--- src/rtl/uart_irq_pkg.sv ---
package uart_irq_pkg;

  typedef enum logic [3:0] {
    ID_MODEM   = 4'h0,
    ID_NONE    = 4'h1,
    ID_THRE    = 4'h2,
    ID_RXDATA  = 4'h4,
    ID_LINE    = 4'h6,
    ID_TIMEOUT = 4'hC
  } irq_id_e;

  // one request line per source, already qualified by its enable
  typedef struct packed {
    logic line;
    logic timeout;
    logic rxdata;
    logic thre;
    logic modem;
  } irq_req_t;

  // fixed-order resolution: first active request wins
  function automatic irq_id_e resolve_id(irq_req_t r);
    if (r.line)         return ID_LINE;
    else if (r.timeout) return ID_TIMEOUT;
    else if (r.rxdata)  return ID_RXDATA;
    else if (r.thre)    return ID_THRE;
    else if (r.modem)   return ID_MODEM;
    else                return ID_NONE;
  endfunction

  // FIFO bits of the identification byte
  function automatic logic [1:0] fifo_tag(logic fifo_on);
    return fifo_on ? 2'b11 : 2'b00;
  endfunction

endpackage

--- src/rtl/uart_irq_prio.sv ---
module uart_irq_prio
  import uart_irq_pkg::*;
#(
  parameter int CNT_W = 5
) (
  input  logic [3:0]       ier,
  input  logic [3:0]       ls_err,
  input  logic             data_ready,
  input  logic             fifo_en,
  input  logic [CNT_W-1:0] rx_count,
  input  logic [CNT_W-1:0] rx_trig,
  input  logic             timeout_pend,
  input  logic             thr_pend,
  input  logic [3:0]       msr_delta,
  output irq_req_t         req,
  output logic [3:0]       id_code
);

  logic level_met;

  assign level_met = !fifo_en || (rx_count >= rx_trig);

  always_comb begin
    req.line    = ier[2] && (|ls_err);
    req.timeout = ier[0] && timeout_pend;
    req.rxdata  = ier[0] && data_ready && level_met;
    req.thre    = ier[1] && thr_pend;
    req.modem   = ier[3] && (|msr_delta);
    id_code     = resolve_id(req);
  end

endmodule

--- src/rtl/uart_irq_thr_flag.sv ---
module uart_irq_thr_flag (
  input  logic clk,
  input  logic rst_n,
  input  logic ier_wr,
  input  logic thr_empty,
  input  logic thre_set,
  input  logic thr_wr,
  input  logic ack,
  output logic pend
);

  logic set_req;

  assign set_req = thre_set || (ier_wr && thr_empty);

  always_ff @(posedge clk or negedge rst_n) begin
    if (!rst_n)       pend <= 1'b0;
    else if (thr_wr)  pend <= 1'b0;
    else if (set_req) pend <= 1'b1;
    else if (ack)     pend <= 1'b0;
  end

endmodule

--- src/rtl/uart_irq_ident.sv ---
module uart_irq_ident
  import uart_irq_pkg::*;
#(
  parameter int CNT_W = 5
) (
  input  logic             clk,
  input  logic             rst_n,
  input  logic             ier_wr,
  input  logic [7:0]       ier_wdata,
  input  logic             thr_wr,
  input  logic             iid_rd,
  input  logic             thre_set,
  input  logic             thr_empty,
  input  logic [3:0]       ls_err,
  input  logic             data_ready,
  input  logic             fifo_en,
  input  logic [CNT_W-1:0] rx_count,
  input  logic [CNT_W-1:0] rx_trig,
  input  logic             timeout_pend,
  input  logic [3:0]       msr_delta,
  output logic [3:0]       ier_q,
  output logic [7:0]       iid,
  output logic             irq
);

  logic       thr_pend;
  logic       thr_ack;
  logic [3:0] id_code;
  irq_req_t   req;
  logic       unused_hi;

  assign unused_hi = ^ier_wdata[7:4];

  always_ff @(posedge clk or negedge rst_n) begin
    if (!rst_n)      ier_q <= 4'h0;
    else if (ier_wr) ier_q <= ier_wdata[3:0];
  end

  uart_irq_prio #(.CNT_W(CNT_W)) u_prio (
    .ier          (ier_q),
    .ls_err       (ls_err),
    .data_ready   (data_ready),
    .fifo_en      (fifo_en),
    .rx_count     (rx_count),
    .rx_trig      (rx_trig),
    .timeout_pend (timeout_pend),
    .thr_pend     (thr_pend),
    .msr_delta    (msr_delta),
    .req          (req),
    .id_code      (id_code)
  );

  // the read only acknowledges the transmitter source while it is the one shown
  assign thr_ack = iid_rd && (id_code == ID_THRE);

  uart_irq_thr_flag u_flag (
    .clk       (clk),
    .rst_n     (rst_n),
    .ier_wr    (ier_wr),
    .thr_empty (thr_empty),
    .thre_set  (thre_set),
    .thr_wr    (thr_wr),
    .ack       (thr_ack),
    .pend      (thr_pend)
  );

  assign iid = {fifo_tag(fifo_en), 2'b00, id_code};

  always_ff @(posedge clk or negedge rst_n) begin
    if (!rst_n) irq <= 1'b0;
    else        irq <= (id_code != ID_NONE);
  end

endmodule

--- config.mk ---
export PLATFORM = sky130hd
export DESIGN_NAME = uart_irq_ident
export DESIGN_NICKNAME = d
export VERILOG_FILES = /design/src/rtl/uart_irq_pkg.sv /design/src/rtl/uart_irq_prio.sv /design/src/rtl/uart_irq_thr_flag.sv /design/src/rtl/uart_irq_ident.sv
export SDC_FILE = /design/constraint.sdc
export NUM_CORES = 1
export LEC_CHECK = 0
export ABC_CLOCK_PERIOD_IN_PS = 4900
export BUFFER_PORTS_ARGS = -buffer_cell sky130_fd_sc_hd__buf_2
export CORE_MARGIN = 5
export CORE_UTILIZATION = 37
export CTS_CLUSTER_DIAMETER = 100
export CTS_CLUSTER_SIZE = 8
export DETAILED_ROUTE_END_ITERATION = 10
export GPL_ROUTABILITY_DRIVEN = 0
export HOLD_SLACK_MARGIN = 0.03
export PLACE_DENSITY = 0.85
export REMOVE_ABC_BUFFERS = 1
export SLEW_MARGIN = 20
export SYNTH_ARGS = -nofsm -noshare
export SYNTH_HDL_FRONTEND = slang
export SYNTH_HIERARCHICAL = 1
export SYNTH_SLANG_ARGS = --single-unit
--- constraint.sdc ---
create_clock -name clk -period 4.9 [get_ports clk]
set_input_delay 0.49 -clock clk [delete_from_list [all_inputs] [get_ports clk]]
set_output_delay 0.49 -clock clk [all_outputs]
set_load 0.1 [all_outputs]
==> results of run 1 <==
==> how the worst max path moves through the flow <==
stage,from,end,slack (ns),depth (start not counted)
global placement,rx_count[2],iid[0],2.25,7
floorplan,ier_q[0],irq,1.16,5
detailed placement,rx_count[2],iid[0],2.19,7
CTS,rx_count[2],iid[0],2.19,7
global route,rx_trig[2],iid[0],2.10,8
finish,rx_count[2],iid[0],2.20,7
==> state kept, by name (all words and copies together), names as in the netlist <==
register	flops
u_flag/pend	1
ier_q	4
irq	1
==> placed cells by master (no fill, tap or decap), types with 2 or more instances in the layout <==
master and instances:
inv_1 8, clkbuf_4 3, mux2_2 4, conb_1 2, dfrtp_1 6, a21oi_2 2
buf_2 42, nand2_1 7, ha_1 5, nor2_1 2, o41a_1 2
==> power groups by stage <==
| stage | Combinational, mW | Clock [mW] | Sequential (mW) |
|---|---|---|---|
| floorplan | 0.0565 | 0 | 0.0839 |
| global placement | 0.114 | 0 | 0.0579 |
| detailed placement | 0.116 | 0 | 0.0582 |
| CTS | 0.116 | 0.0449 | 0.0575 |
| global route | 0.121 | 0.0488 | 0.0582 |
| finish | 0.115 | 0.0436 | 0.0574 |
==> final cells by class <==
type,instances,area share [%]
well taps,15,2.65
flip-flops and latches,6,21.2
multi-input cells,35,39.0
inverters,8,4.24
clock buffers,3,3.18
repair buffers,42,29.7
==> stage by stage <==
stage	util, %	instance area (um2)
6_report	55.8	708
3_5_place_dp	54.0	686
2_1_floorplan	-	457
5_1_grt	55.8	708
3_3_place_gp	54.0	686
4_1_cts	55.8	708
==> layer usage <==
metal / up-vias / global-route usage, % / routed length, um
met2: 25 / 24.5 / 640
met1: 238 / 12.2 / 400
met4: 0 / 1.70 / 0
met3: 0 / 7.03 / 177
met5: - / 0 / 0
li1: 259 / - / -
==> impl_metrics.env, run 1 <==
export IMPL_run_status="finished, final reports clean"
export IMPL_ios=49
export IMPL_fin_worst_skew_ns=0.00421
export IMPL_drive_gt1_share_pct=56.4
export IMPL_cellInternalPower_mw=0.109
export IMPL_antenna_cells=0
export IMPL_syn_avg_cell_area_um2=9.29
export IMPL_setup_viol=0
export IMPL_critPathMaxStageDelay_ns=0.49
export IMPL_power_leakage_nw=0.404
export IMPL_crit_fanout=3
export IMPL_port_buffer_count=42
export IMPL_critPathBufInv=2
export IMPL_fin_crit_sh_pct=55.1
export IMPL_cpLargestDelayFamily="buffers and inverters"
export IMPL_overflow=0
export IMPL_via_count=522
export IMPL_r2r_start="ier_q[0]"
export IMPL_viasPerCell=4.79
export IMPL_stdcell_count=109
export IMPL_wl_per_cell_um=11.2
export IMPL_cts_root_buf="clkbuf_4"
export IMPL_syn_inst=52
export IMPL_dp_hpwl_mm=1.16
export IMPL_clkLatencyLatePin_ns=0.24
export IMPL_cp_start_kind="input pin"
export IMPL_swShare_pct=49.7
export IMPL_p_switching_mw=0.107
export IMPL_ir_drop_uv=141
export IMPL_syn_cell_area_um2=483
export IMPL_drv_cap=0
export IMPL_rsz0062_at_grt="false"
export IMPL_fp_dieW_um=46.1
export IMPL_tns_ns=0
export IMPL_crit_path_end_kind="primary output"
export IMPL_die_area_um2=2130
export IMPL_max_freq_ghz=0.371
export IMPL_std_cell_rows=13
export IMPL_dp_cells=106
export IMPL_crit_chain="buf_2, ha_1, a21oi_1, o21ai_1, a211o_1, nor4_2, buf_2"
export IMPL_ctsHoldBuffers=0
export IMPL_yosysWarnings=6
export IMPL_hold_viol=0
export IMPL_slew_violations=0
export IMPL_multi_input_area_um2=277
export IMPL_antenna_found_initial=0
export IMPL_reg2reg_slack_ns=3.15
export IMPL_final_nets=137
export IMPL_finalWirelength_mm=1.22
export IMPL_drc=0
export IMPL_path_clk_slew_ns=0.04
export IMPL_reg2reg_depth=5
export IMPL_worstReg2RegEnd="irq"
export IMPL_clk_path_buf_depth=2
export IMPL_drt_iter0_drc=4
export IMPL_pwr_share_seq_pct=26.6
export IMPL_worstSetupPathType="input pin to primary output"
export IMPL_htree_levels=1
export IMPL_firstDrtPassIters=3
export IMPL_clockPowerShare_pct=20.2
export IMPL_worst_ep_arrival_time_ns=2.21
export IMPL_critPathSlowestCell="buf_2"
export IMPL_power_density_nw_per_um2=305
export IMPL_clock_sinks=6
export IMPL_grt_pass1_vias=504
export IMPL_grt_max_degree=7
export IMPL_core_um2=1270
export IMPL_power_frac_comb_pct=53.2
export IMPL_start_util_pct=38.1
export IMPL_postCtsSetupRepairBufs=0
export IMPL_n_fill_cell=125
export IMPL_ant_nets=0
export IMPL_worst_slack_ns=2.20
export IMPL_worst_path_most_repeated_cell="buf_2"
export IMPL_dp_slack_ns=2.19
export IMPL_die_y_um=46.1
export IMPL_area_delta_synth_final_pct=46.6
export IMPL_hold_ws_ns=0.0600
export IMPL_cts_tree="done"
export IMPL_cts_buffers_inserted=3
export IMPL_critical_path_required_ns=4.41
export IMPL_hp_class="input pin to async pin"
export IMPL_grt_pass1_wl_mm=1.96
export IMPL_total_power_mw=0.216
export IMPL_grt_use_total_pct=12.9
export IMPL_seq_area_um2=150
export IMPL_cts_resized_gates=0
export IMPL_timing_final_crit_period_ns=2.70
Note: power is estimated with default switching activity, not from simulation.
==> run 2: changes to the inputs <==
--- a/config.mk
+++ b/config.mk
@@ -5,16 +5,16 @@
 export SDC_FILE = /design/constraint.sdc
 export NUM_CORES = 1
 export LEC_CHECK = 0
-export ABC_CLOCK_PERIOD_IN_PS = 4900
+export ABC_CLOCK_PERIOD_IN_PS = 2700
 export BUFFER_PORTS_ARGS = -buffer_cell sky130_fd_sc_hd__buf_2
 export CORE_MARGIN = 5
-export CORE_UTILIZATION = 37
+export CORE_UTILIZATION = 34
 export CTS_CLUSTER_DIAMETER = 100
 export CTS_CLUSTER_SIZE = 8
 export DETAILED_ROUTE_END_ITERATION = 10
 export GPL_ROUTABILITY_DRIVEN = 0
 export HOLD_SLACK_MARGIN = 0.03
-export PLACE_DENSITY = 0.85
+export PLACE_DENSITY = 0.8
 export REMOVE_ABC_BUFFERS = 1
 export SLEW_MARGIN = 20
 export SYNTH_ARGS = -nofsm -noshare
==> constraint.sdc (replaced) <==
create_clock -name clk -period 2.7 [get_ports clk]
set_input_delay 0.27 -clock clk [delete_from_list [all_inputs] [get_ports clk]]
set_output_delay 0.27 -clock clk [all_outputs]
set_load 0.1 [all_outputs]
==> impl_metrics.env, run 2 (same netlist as run 1, synthesis figures left out) <==
export IMPL_overflow=0
export IMPL_total_power_mw=0.396
export IMPL_finalWirelength_mm=1.23
export IMPL_grt_max_degree=7
export IMPL_via_count=508
export IMPL_r2r_start="ier_q[0]"
export IMPL_power_leakage_nw=0.408
export IMPL_cts_buffers_inserted=3
export IMPL_die_area_um2=2270
export IMPL_firstDrtPassIters=1
export IMPL_grt_use_total_pct=13.1
export IMPL_crit_path_start="rx_count[2]"
export IMPL_std_cell_rows=13
export IMPL_setup_viol=0
export IMPL_cts_tree="done"
export IMPL_port_buffer_count=42
export IMPL_ios=49
export IMPL_dp_hpwl_mm=1.12
export IMPL_area_delta_synth_final_pct=48.7
export IMPL_final_common_cell="buf_2"
export IMPL_largestRegisters="ier_q: 4 flops, irq: 1 flops, u_flag/pend: 1 flops"
export IMPL_fp_dieW_um=47.7
export IMPL_reg2reg_slack_ns=0.95
export IMPL_grt_pass1_wl_mm=2.04
export IMPL_p_switching_mw=0.197
export IMPL_fin_crit_sh_pct=83.3
export IMPL_endpoint="iid[0]"
export IMPL_run_status="finished, final reports clean"
export IMPL_swShare_pct=49.9
export IMPL_final_cell_mix="buf_2, inv_1, nand2_1"
export IMPL_critical_path_required_ns=2.43
export IMPL_clkLatencyLatePin_ns=0.24
export IMPL_cts_resized_gates=0
export IMPL_cts_root_buf="clkbuf_4"
export IMPL_htree_levels=1
export IMPL_start_util_pct=36.7
export IMPL_fin_util_pct=54.5
export IMPL_die_y_um=47.7
export IMPL_core_um2=1320
export IMPL_drt_iter0_drc=0
export IMPL_worstReg2RegEnd="irq"
export IMPL_hp_class="input pin to flip-flop"
export IMPL_drc=0
export IMPL_power_density_nw_per_um2=551
export IMPL_antenna_found_initial=0
export IMPL_max_freq_ghz=0.445
export IMPL_ant_nets=0
export IMPL_largest_register_ffs=4
export IMPL_grt_pass1_vias=512
export IMPL_crit_path_end_kind="primary output"
export IMPL_worstSetupPathType="input pin to primary output"
export IMPL_worst_ep_arrival_time_ns=1.98
export IMPL_wl_per_cell_um=11.2
export IMPL_power_frac_comb_pct=52.8
export IMPL_final_nets=138
export IMPL_clk_path_buf_depth=2
export IMPL_drive_gt1_share_pct=55.8
export IMPL_ir_drop_uv=287
export IMPL_reg2reg_depth=5
export IMPL_rsz0062_at_grt="false"
export IMPL_viasPerCell=4.62
export IMPL_largest_register="ier_q"
export IMPL_clock_sinks=6
export IMPL_crit_fanout=3
export IMPL_fin_worst_skew_ns=0.00180
export IMPL_drv_cap=0
export IMPL_hold_ws_ns=0.177
export IMPL_antenna_cells=0
export IMPL_slew_violations=0
export IMPL_hold_viol=0
export IMPL_cellInternalPower_mw=0.198
export IMPL_cp_start_kind="input pin"
export IMPL_timing_final_crit_period_ns=2.25
export IMPL_clockPowerShare_pct=20.9
export IMPL_pwr_share_seq_pct=26.2
export IMPL_path_clk_slew_ns=0.04
-- run 2: cell count changes in the layout (fill, tap and decap cells not counted), sizes merged --
cell / change
dlygate4sd3: +1
-- run 2: critical path: stages --
cell	delay (ns)
buf_2	0.10
ha_1	0.30
a21oi_1	0.13
o21ai_1	0.09
a211o_1	0.30
nor4_2	0.30
buf_2	0.49
-- run 2: metrics by stage --
step | worst slack (ns) | setup TNS, ns | instances | cell area, um2
floorplan | -1.04 | -3.00 | 49 | 457
global placement | 0.481 | 0 | 106 | 686
detailed placement | 0.435 | 0 | 106 | 686
CTS | 0.438 | 0 | 110 | 718
global route | 0.315 | 0 | 110 | 718
finish | 0.452 | 0 | 110 | 718
-- run 2: power by group through the flow --
stage / Sequential [mW] / Clock [mW] / Combinational [mW]
final: 0.104 / 0.0829 / 0.209
after global routing: 0.105 / 0.0960 / 0.223
after CTS: 0.104 / 0.0893 / 0.211
after detailed placement: 0.105 / 0 / 0.210
after global placement: 0.105 / 0 / 0.207
after floorplan: 0.152 / 0 / 0.102
-- run 2: worst min-delay path by stage --
stage / from / end / cells after the start
after global placement: rst_n / ier_q[3] / 1
after global routing: thr_wr / u_flag/pend / 2
after detailed placement: rst_n / ier_q[3] / 1
final: thr_wr / u_flag/pend / 2
after CTS: thr_wr / u_flag/pend / 2
after floorplan: rst_n / ier_q[0] / 0
-- run 2: what timing repair did --
action,4_1_cts,5_1_grt
endpoints found under the hold margin,6,0
buffers inserted,0,0
hold buffers,1,0
-- run 2: layer usage --
metal	vias to the layer above	wire (um)	part of all wire (%)	global-route usage (%)
li1	260	-	-	-
met2	26	607	49	23.0
met4	0	0	0	3.23
met1	222	427	35	13.1
met5	-	0	0	0
met3	0	194	16	7.89
-- run 2: layout make-up --
cell class                      instances  area (um2)
Timing Repair Buffer                   43         220
Clock buffer                            3        22.5
Inverter                                8        30.0
Sequential cell                         6         150
Multi-Input combinational cell         35         277
Fill cell                             130         599
Tap cell                               15        18.8
==> run 3: changes to the inputs <==
--- a/config.mk
+++ b/config.mk
@@ -5,10 +5,11 @@
 export SDC_FILE = /design/constraint.sdc
 export NUM_CORES = 1
 export LEC_CHECK = 0
-export ABC_CLOCK_PERIOD_IN_PS = 2700
+export ABC_AREA = 1
+export ABC_CLOCK_PERIOD_IN_PS = 2100
 export BUFFER_PORTS_ARGS = -buffer_cell sky130_fd_sc_hd__buf_2
 export CORE_MARGIN = 5
-export CORE_UTILIZATION = 34
+export CORE_UTILIZATION = 36
 export CTS_CLUSTER_DIAMETER = 100
 export CTS_CLUSTER_SIZE = 8
 export DETAILED_ROUTE_END_ITERATION = 10
==> constraint.sdc (replaced) <==
create_clock -name clk -period 2.1 [get_ports clk]
set_input_delay 0.21 -clock clk [delete_from_list [all_inputs] [get_ports clk]]
set_output_delay 0.21 -clock clk [all_outputs]
set_load 0.1 [all_outputs]
==> impl_metrics.env, run 3 <==
export IMPL_syn_avg_cell_area_um2=6.36
export IMPL_drv_cap=0
export IMPL_drive_gt1_share_pct=40.3
export IMPL_std_cell_rows=14
export IMPL_dp_slack_ns=0.335
export IMPL_final_common_cell="buf_2"
export IMPL_start_util_pct=37.2
export IMPL_run_status="finished, final reports clean"
export IMPL_endpoint="iid[1]"
export IMPL_largestRegisters="ier_q: 4 flops, irq: 1 flops, u_flag/pend: 1 flops"
export IMPL_fp_dieW_um=49.0
export IMPL_crit_fanout=3
export IMPL_largest_register="ier_q"
export IMPL_hp_class="input pin to flip-flop"
export IMPL_overflow=0
export IMPL_grt_pass1_vias=577
export IMPL_antenna_found_initial=0
export IMPL_syn_cell_area_um2=547
export IMPL_via_count=601
export IMPL_final_area_um2=798
export IMPL_fin_worst_skew_ns=0.00410
export IMPL_worst_slack_ns=0.343
export IMPL_postPlaceCellArea_um2=766
export IMPL_die_y_um=49.0
export IMPL_crit_chain="buf_2, ha_1, nand2_1, inv_1, nor2_2, nand3_1, nand2_2, nand3_1, nand2_1, buf_2"
export IMPL_grt_max_degree=10
export IMPL_rsz0062_at_grt="false"
export IMPL_path_clk_slew_ns=0.05
export IMPL_port_buffer_count=42
export IMPL_grt_pass1_wl_mm=2.21
export IMPL_grt_use_total_pct=11.3
export IMPL_worstReg2RegEnd="u_flag/pend"
export IMPL_antenna_cells=0
export IMPL_hold_ws_ns=0.120
export IMPL_area_delta_synth_final_pct=46.0
export IMPL_timing_final_crit_period_ns=1.76
export IMPL_worstSetupPathType="input pin to primary output"
export IMPL_postCtsSetupRepairBufs=0
export IMPL_cts_root_buf="clkbuf_4"
export IMPL_cp_start_kind="input pin"
export IMPL_final_cell_mix="buf_2, inv_1, nand2_1"
export IMPL_critPathSlowestCell="buf_2"
export IMPL_power_leakage_nw=0.522
export IMPL_critical_path_required_ns=1.89
export IMPL_ctsHoldBuffers=1
export IMPL_critPathMaxStageDelay_ns=0.44
export IMPL_clock_sinks=6
export IMPL_yosysWarnings=6
export IMPL_viasPerCell=4.14
export IMPL_cts_buffers_inserted=3
export IMPL_wl_per_cell_um=9.17
export IMPL_setup_viol=0
export IMPL_total_power_mw=0.514
export IMPL_finalWirelength_mm=1.33
export IMPL_crit_path_end_kind="primary output"
export IMPL_clk_path_buf_depth=2
export IMPL_largest_register_ffs=4
export IMPL_ant_nets=0
export IMPL_core_um2=1470
export IMPL_firstDrtPassIters=2
export IMPL_reg2reg_slack_ns=0.72
export IMPL_n_fill_cell=149
export IMPL_reg2reg_depth=10
export IMPL_max_freq_ghz=0.569
export IMPL_syn_inst=86
export IMPL_ios=49
export IMPL_die_area_um2=2400
export IMPL_cts_resized_gates=0
export IMPL_hold_viol=0
export IMPL_power_density_nw_per_um2=644
export IMPL_slew_violations=0
export IMPL_ir_drop_uv=408
export IMPL_worst_ep_arrival_time_ns=1.55
export IMPL_dp_hpwl_mm=1.19
export IMPL_crit_path_start="rx_count[4]"
export IMPL_final_nets=172
export IMPL_fin_crit_sh_pct=83.6
export IMPL_clkLatencyLatePin_ns=0.24
export IMPL_r2r_start="ier_q[1]"
export IMPL_cts_tree="done"
export IMPL_drc=0
export IMPL_htree_levels=1
export IMPL_drt_iter0_drc=1
[run 3: cell count changes in the layout (fill, tap and decap cells not counted), moves of 4 or more]
| cell | change |
|---|---|
| o21ai_0 | +4 |
| nand2_1 | +13 |
| inv_1 | +15 |
| nand3_1 | +4 |
| nor2_1 | +7 |
| mux2_2 | -4 |
[run 3: critical path, delay by kind of cell]
kind / cells / cell delay (ns)
buffers and inverters: 3 / 0.58
and+or+nand+nor: 6 / 0.48
adders and majority gates: 1 / 0.29
[run 3: area by class of cell]
type / instances / area (um2) / area share (%)
multi-input combinational: 53 / 280 / 35.1
clock buffer: 3 / 22.5 / 2.82
tap: 16 / 20.0 / 2.51
sequential: 6 / 150 / 18.8
timing repair buffer: 43 / 235 / 29.5
inverter: 24 / 90.1 / 11.3
[run 3: where the power goes]
| part | switching, mW | internal [mW] | total (mW) |
|---|---|---|---|
| clock | 0.0370 | 0.0643 | 0.101 |
| sequential | 0.00727 | 0.125 | 0.133 |
| combinational | 0.213 | 0.0677 | 0.280 |
[run 3: metal layers]
metal	share of wire, %	vias up	global-route usage [%]
li1	-	330	-
met1	39	248	11.6
met2	51	23	21.1
met3	9.3	0	4.28
met4	0	0	2.69
met5	0	-	0
[run 3: stage by stage]
step,util (%),TNS (ns),cells
5_1_grt,54.3,0,145
6_report,54.3,0,145
3_5_place_dp,52.0,0,141
2_1_floorplan,-,-3.19,83
3_3_place_gp,52.0,0,141
4_1_cts,54.3,0,145
[run 3: worst min path at each step]
stage | from | endpoint | slack (ns) | depth (start not counted)
global placement | rst_n | u_flag/pend | 0.04 | 1
finish | thr_wr | u_flag/pend | 0.12 | 2
global route | thr_wr | u_flag/pend | 0.11 | 2
CTS | thr_wr | u_flag/pend | 0.11 | 2
floorplan | rst_n | ier_q[0] | -0.09 | 0
detailed placement | rst_n | u_flag/pend | 0.04 | 1
